===== src/rtl/bmu_pkg.sv =====
package bmu_pkg;
  localparam int NSIZE = 4;

  typedef enum logic [1:0] {
    SZ_BYTE = 2'd0,
    SZ_WORD = 2'd1,
    SZ_LONG = 2'd2,
    SZ_QUAD = 2'd3
  } size_e;

  typedef enum logic [2:0] {
    OP_SWAP = 3'd0,
    OP_REV  = 3'd1,
    OP_POP  = 3'd2,
    OP_HSET = 3'd3,
    OP_HCLR = 3'd4,
    OP_NEG  = 3'd5,
    OP_RSV6 = 3'd6,
    OP_RSV7 = 3'd7
  } op_e;
endpackage


===== src/rtl/bmu_swap_rev.sv =====
module bmu_swap_rev #(
  parameter int DATA_W = 64
) (
  input  logic [DATA_W-1:0] opnd,
  input  logic [1:0]        size,
  output logic [DATA_W-1:0] swapped,
  output logic [DATA_W-1:0] reversed
);
  import bmu_pkg::*;

  logic [DATA_W-1:0] swp_arr [NSIZE];
  logic [DATA_W-1:0] rev_arr [NSIZE];

  for (genvar s = 0; s < NSIZE; s++) begin : g_size
    localparam int W = DATA_W >> (NSIZE - 1 - s);
    localparam int H = W / 2;
    always_comb begin
      swp_arr[s]          = '0;
      swp_arr[s][W-1:0]   = {opnd[H-1:0], opnd[W-1:H]};
      rev_arr[s]          = '0;
      for (int i = 0; i < W; i++) begin
        rev_arr[s][i] = opnd[W-1-i];
      end
    end
  end

  assign swapped  = swp_arr[size];
  assign reversed = rev_arr[size];
endmodule


===== src/rtl/bmu_popcnt.sv =====
module bmu_popcnt #(
  parameter int DATA_W = 64,
  localparam int CNT_W = $clog2(DATA_W) + 1
) (
  input  logic [DATA_W-1:0] vec,
  output logic [CNT_W-1:0]  count
);
  always_comb begin
    count = '0;
    for (int i = 0; i < DATA_W; i++) begin
      count = count + CNT_W'(vec[i]);
    end
  end
endmodule


===== src/rtl/bmu_lead.sv =====
module bmu_lead #(
  parameter int DATA_W = 64,
  localparam int IDX_W = $clog2(DATA_W)
) (
  input  logic [DATA_W-1:0] vec,
  output logic [IDX_W-1:0]  idx,
  output logic              found
);
  always_comb begin
    idx = '0;
    for (int i = 0; i < DATA_W; i++) begin
      if (vec[i]) idx = IDX_W'(i);
    end
    found = |vec;
  end
endmodule


===== src/rtl/bit_manip_unit.sv =====
module bit_manip_unit #(
  parameter int DATA_W = 64
) (
  input  logic              clk,
  input  logic              rst_n,
  input  logic              in_valid,
  input  logic [1:0]        in_size,
  input  logic [2:0]        in_op,
  input  logic [DATA_W-1:0] in_operand,
  output logic              out_valid,
  output logic [DATA_W-1:0] out_result,
  output logic              out_carry
);
  import bmu_pkg::*;

  localparam int IDX_W = $clog2(DATA_W);
  localparam int CNT_W = IDX_W + 1;

  logic [DATA_W-1:0] width_mask;
  logic [DATA_W-1:0] opnd_m;
  logic [DATA_W-1:0] swapped, reversed;
  logic [DATA_W-1:0] search_vec;
  logic [CNT_W-1:0]  pop_cnt;
  logic [IDX_W-1:0]  lead_idx;
  logic              lead_found;
  logic [DATA_W-1:0] res_d;
  logic              car_d;
  logic              valid_q;
  logic [DATA_W-1:0] res_q;
  logic              car_q;
  op_e               op;

  assign op = op_e'(in_op);

  always_comb begin
    int w;
    w          = DATA_W >> (NSIZE - 1 - int'(in_size));
    width_mask = ~({DATA_W{1'b1}} << w);
    if (in_size == SZ_QUAD) width_mask = '1;
    opnd_m     = in_operand & width_mask;
  end

  assign search_vec = (op == OP_HCLR) ? (~in_operand & width_mask) : opnd_m;

  bmu_swap_rev #(.DATA_W(DATA_W)) i_swap_rev (
    .opnd     (opnd_m),
    .size     (in_size),
    .swapped  (swapped),
    .reversed (reversed)
  );

  bmu_popcnt #(.DATA_W(DATA_W)) i_popcnt (
    .vec   (opnd_m),
    .count (pop_cnt)
  );

  bmu_lead #(.DATA_W(DATA_W)) i_lead (
    .vec   (search_vec),
    .idx   (lead_idx),
    .found (lead_found)
  );

  // next-state logic
  always_comb begin
    res_d = '0;
    car_d = 1'b0;
    case (op)
      OP_SWAP: res_d = swapped;
      OP_REV:  res_d = reversed;
      OP_POP:  res_d = DATA_W'(pop_cnt);
      OP_HSET,
      OP_HCLR: begin
        res_d = lead_found ? DATA_W'(lead_idx) : '0;
        car_d = ~lead_found;
      end
      OP_NEG:  res_d = (~opnd_m + DATA_W'(1)) & width_mask;
      default: begin
        res_d = '0;
        car_d = 1'b0;
      end
    endcase
  end

  // registers; data loads only on a strobe
  always_ff @(posedge clk or negedge rst_n) begin
    if (!rst_n) begin
      valid_q <= 1'b0;
      res_q   <= '0;
      car_q   <= 1'b0;
    end else begin
      valid_q <= in_valid;
      if (in_valid) begin
        res_q <= res_d;
        car_q <= car_d;
      end
    end
  end

  assign out_valid  = valid_q;
  assign out_result = res_q;
  assign out_carry  = car_q;
endmodule


===== config.mk =====
export PLATFORM = sky130hd
export DESIGN_NAME = bit_manip_unit
export DESIGN_NICKNAME = d
export VERILOG_FILES = /design/src/rtl/bmu_pkg.sv /design/src/rtl/bmu_swap_rev.sv /design/src/rtl/bmu_popcnt.sv /design/src/rtl/bmu_lead.sv /design/src/rtl/bit_manip_unit.sv
export SDC_FILE = /design/constraint.sdc
export NUM_CORES = 1
export LEC_CHECK = 0
export ABC_AREA = 0
export ABC_CLOCK_PERIOD_IN_PS = 900
export BUFFER_PORTS_ARGS = -buffer_cell sky130_fd_sc_hd__buf_2
export CAP_MARGIN = 20
export CORE_MARGIN = 3
export CORE_UTILIZATION = 60
export CTS_CLUSTER_DIAMETER = 80
export CTS_CLUSTER_SIZE = 24
export DETAILED_ROUTE_END_ITERATION = 10
export PLACE_DENSITY = 0.85
export SETUP_SLACK_MARGIN = 0.02
export SYNTH_ARGS = -nofsm -noshare
export SYNTH_HDL_FRONTEND = slang
export SYNTH_HIERARCHICAL = 1
export SYNTH_SLANG_ARGS = --single-unit
export TNS_END_PERCENT = 5

===== constraint.sdc =====
create_clock -name clk -period 0.9 [get_ports clk]
set_input_delay 0.18 -clock clk [delete_from_list [all_inputs] [get_ports clk]]
set_output_delay 0.18 -clock clk [all_outputs]
set_load 0.05 [all_outputs]

==> results of run 1 <==
[cell families after synthesis]
group	count (synthesis)	synth area share, %
and+or+nand+nor	504	23.7
muxes	98	11.0
buffers and inverters	261	10.9
xor gates and xnor gates	121	9.63
AOI/OAI and AO/OA	273	18.0
DFF	66	15.0
adders and majority gates	72	11.8
[layer usage]
metal	overflow	track usage, %
met5	0	4.76
met4	25	61.7
met3	0	43.8
met2	25	83.9
met1	0	63.9
[synth_stat cells (all sizes together) (5+ instances only)]
cell type  count  area share, %
a211oi         5           0.34
a21boi        34            2.3
a21oi         46            2.1
a22o          18            1.4
a22oi          8           0.55
a31oi         12           0.68
and2          18            1.0
and3          65            3.7
buf           66            4.2
clkbuf        83            2.9
dfrtp         66             15
fa            53            9.6
ha            19            2.2
inv          111            3.8
mux2          26            2.7
mux2i         56            5.1
mux4          16            3.3
nand2        106            3.7
nand2b        24            1.4
nand3         28            1.4
nand4          5           0.34
nor2         148            5.1
nor2b         18            1.0
nor3          24            1.2
nor3b          6           0.41
nor4          43            2.9
o211ai         5           0.34
o21ai         45            2.0
o221ai        36            2.9
o2bb2ai        6           0.48
o31ai          7           0.48
o41ai         12            1.3
or4            5           0.34
xnor2         94            7.5
xor2          27            2.1
[what timing repair did]
action                                  in CTS
resized for setup                          232
endpoints found under the hold margin       66
buffers inserted                             2
endpoints found under the setup margin     131
pin swaps                                   33
hold buffers                                 1
[through the flow]
step	util, %	setup TNS (ps)	cell area [um2]	cells
after floorplan	-	-98310	11100	1395
after global placement	80.1	-126280	14100	1972
after detailed placement	80.1	-128730	14100	1972
after CTS	87.0	-107660	15300	1990
==> impl_metrics.json, run 1 <==
{
  "error": "[ERROR GRT-0232] Routing congestion too high. Check the congestion heatmap in the GUI.",
  "grt_max_degree": 71,
  "ys_seq_elements": 66,
  "ys_seq_area_share_pct": 15.0,
  "syn-cell-area_um2": 11000,
  "num_rows": 48,
  "grt_util_all_layers_pct": 63.4,
  "synth_edf_count": 0,
  "dp_hpwl_mm": 39.8,
  "stop_stage": "global routing (5_1_grt)",
  "place_ws_ps": -6260,
  "gp_congestion": 1.17,
  "async_flop_share_pct": 100,
  "port_buffers": 137,
  "cts_root_buf": "clkbuf_16",
  "grt.overflow.total": 50,
  "ys_types": 82,
  "die_w_um": 141,
  "cts_buffer_depth": 2,
  "die_height_um": 141,
  "cts_buffers": 9,
  "start_util_pct": 62.6,
  "htreeDepth": 3,
  "synthCells": 1395,
  "grt_repair_worst_endpoint": "out_result[5]$_DFFE_PN0P_/D",
  "ys_warn_count": 6,
  "ios": 138,
  "syn_avg_cell_area_um2": 7.89,
  "synth_fp_nets": 1539,
  "ys.flop_type": "dfrtp_1",
  "cts.sinks": 66,
  "worst-ep-kind": "register input",
  "status": "aborted with a tool error"
}
==> run 2, diff against run 1 <==
--- a/config.mk
+++ b/config.mk
@@ -10,12 +10,9 @@
 export BUFFER_PORTS_ARGS = -buffer_cell sky130_fd_sc_hd__buf_2
 export CAP_MARGIN = 20
 export CORE_MARGIN = 3
-export CORE_UTILIZATION = 60
-export CTS_CLUSTER_DIAMETER = 80
-export CTS_CLUSTER_SIZE = 24
+export CORE_UTILIZATION = 40
 export DETAILED_ROUTE_END_ITERATION = 10
-export PLACE_DENSITY = 0.85
-export SETUP_SLACK_MARGIN = 0.02
+export PLACE_DENSITY_LB_ADDON = 0.15
 export SYNTH_ARGS = -nofsm -noshare
 export SYNTH_HDL_FRONTEND = slang
 export SYNTH_HIERARCHICAL = 1
==> impl_metrics.json, run 2 <==
{
  "nFillCells": 2546,
  "synthCells": 1395,
  "internal-power_mw": 16.5,
  "first_pass_iters": 6,
  "power_mw": 29.6,
  "crit_path_max_fanout": 3,
  "via_count": 12200,
  "yosys.area.top_type_share_pct": 15.0,
  "synth_fp_nets": 1539,
  "worst_ep_required_time_ps": 1130,
  "yosys.cell_count.top_type": "nor2_1",
  "clkPwrFrac_pct": 13.4,
  "setup.worst_path.end_class": "register",
  "p_comb_share_pct": 75.2,
  "nets": 1908,
  "synth_area_leaders": "dfrtp_1, fa_1, xnor2_1, mux2i_1, nor2_1",
  "wl_met2_mm": 24.0,
  "first_iter_violations": 1157,
  "status": "finished with violations",
  "num_rows": 60,
  "finalCritPeriodShare_pct": 736,
  "seq_area_um2": 1650,
  "final_cell_area_um2": 15700,
  "grt_max_degree": 73,
  "ys_seq_area_share_pct": 15.0,
  "p_per_area_nw_per_um2": 1890,
  "wirelength_mm": 52.5,
  "cp_slowest_stage_delay_ps": 520,
  "dp_hpwl_mm": 43.4,
  "die_w_um": 172,
  "cts.sinks": 66,
  "worstSetupPathType": "input pin to register",
  "rsz0062_at_grt": "yes",
  "ys_types": 82,
  "power.switching_mw": 13.1,
  "gp_congestion": 1.04,
  "async_flop_share_pct": 100,
  "wl_met3_mm": 4.31,
  "avgViaCountPerCell": 5.78,
  "top_layer": "met4",
  "relSlewSlack_pct": 62.3,
  "grt_util_all_layers_pct": 35.3,
  "layout.cells.non_filler": 2113,
  "ys_seq_elements": 66,
  "post-route-util_pct": 58.0,
  "antenna_left": 0,
  "syn2layout_area_growth_pct": 42.4,
  "worst-endpoint-arrival_ps": 6850,
  "drc": 0,
  "drv_slew": 0,
  "wl_met1_mm": 21.4,
  "grt_pass1_vias": 12000,
  "routedWlPerCell_um": 24.8,
  "switching_share_pct": 44.3,
  "hold_class": "input pin to register",
  "irDropWorstVdd_mv": 3.44,
  "startpoint_type": "input pin",
  "path_delay_family": "adder cells",
  "path_buf_inv": 7,
  "syn_avg_cell_area_um2": 7.89,
  "cp_common_cell": "fa_1",
  "synth_edf_count": 0,
  "cts_root_buf": "clkbuf_16",
  "grt_pass1_wl_mm": 76.8,
  "die_area_um2": 29500,
  "largest_register_ffs": 64,
  "max_freq_mhz": 151,
  "syn-cell-area_um2": 11000,
  "dpl_cell_area_um2": 14300,
  "tritoncts": "done",
  "cts_buffers": 9,
  "crit_path_top_delay_cell": "fa_1",
  "port_buffers": 137,
  "final_common_cell": "buf_4",
  "timing.final.ws_setup_ps": -5720,
  "grt.overflow.total": 0,
  "clk_pin_slew_worst_paths_ps": 60,
  "power.leakage_nw": 7.36,
  "dp_cells": 2092,
  "skew_ps": 0,
  "synth_common_cells": "nor2_1, inv_1, nand2_1",
  "tightest_slew_ps": 559,
  "power_frac_seq_pct": 11.4,
  "core_um2": 27000,
  "ys.flop_type": "dfrtp_1",
  "ys_warn_count": 6,
  "drive_gt1_share_pct": 37.9,
  "cap_violations": 0,
  "min_period_ps": 6620,
  "htreeDepth": 3,
  "start_util_pct": 40.7,
  "multi_input_area_um2": 8660,
  "grt_antenna_before_repair": 3,
  "ios": 138,
  "violations": "negative setup slack",
  "cts_buffer_depth": 2,
  "clock_latency_ps": 350,
  "report.final.hold_viol_count": 0,
  "synth.largest_area_cell": "dfrtp_1",
  "final_cell_mix": "buf_4, nor2_1, nand2_1, inv_1, buf_6",
  "setup_violations": 131,
  "die_height_um": 172
}
-- run 2: layer usage --
| metal | global-route usage (%) | up-vias |
|---|---|---|
| met5 | 0 | - |
| met4 | 16.6 | 0 |
| met3 | 6.40 | 123 |
| met2 | 57.3 | 612 |
| met1 | 45.8 | 5881 |
| li1 | - | 5606 |
-- run 2: logic make-up after synthesis --
kind of cell / share of synthesized area, %
buffers and inverters: 10.9
multiplexers: 11.0
adder cells (fa/ha/maj): 11.8
AND/OR/NAND/NOR: 23.7
AO/OA/AOI/OAI: 18.0
flip-flops: 15.0
XOR/XNOR: 9.63
-- run 2: power by group through the flow --
stage | clock network, mW | registers, mW | logic [mW]
after floorplan | 0 | 4.08 | 11.5
after global placement | 0 | 3.36 | 19.9
after detailed placement | 0 | 3.36 | 20.3
after CTS | 3.99 | 3.36 | 21.9
after global routing | 4.09 | 3.37 | 23.4
final | 3.96 | 3.36 | 22.2
-- run 2: path summary, 6_finish.rpt --
kind / cells after the start / from / to / slack, ps
worst max-delay path: 26 / in_operand[1] / out_result[5] / -5720
worst min-delay path: 2 / in_valid / out_valid / 110
worst max register to register: 1 / out_result[63] / out_result[63] / -10
worst min register to register: 2 / out_result[28] / out_result[28] / 520
max in group asynchronous: 3 / rst_n / out_result[42] / 300
min in group asynchronous: 2 / rst_n / out_valid / 190
-- run 2: per-stage QoR --
stage	hold slack, ps	TNS [ps]	worst slack [ps]
5_1_grt	124	-120120	-5930
2_1_floorplan	-116	-98310	-5980
4_1_cts	105	-113420	-5780
3_5_place_dp	7.49	-139200	-6210
6_report	109	-113100	-5720
3_3_place_gp	6.56	-138680	-6150
-- run 2: repair_timing --
item | in CTS | in global routing
setup endpoints to repair | 131 | 131
endpoints found under the hold margin | 66 | 0
pin swaps | 42 | 27
hold buffers | 1 | 0
setup buffers | 1 | 0
gates resized for setup | 220 | 44
-- run 2: area by class of cell --
type,count,area share [%]
clock buffers,9,1.44
flip-flops and latches,66,10.5
multi-input cells,1068,55.3
clock inverters,7,0.495
inverters,112,2.70
repair buffers,507,26.8
diodes,3,0.0479
well taps,341,2.72
Power figures use the tool's default switching activity.
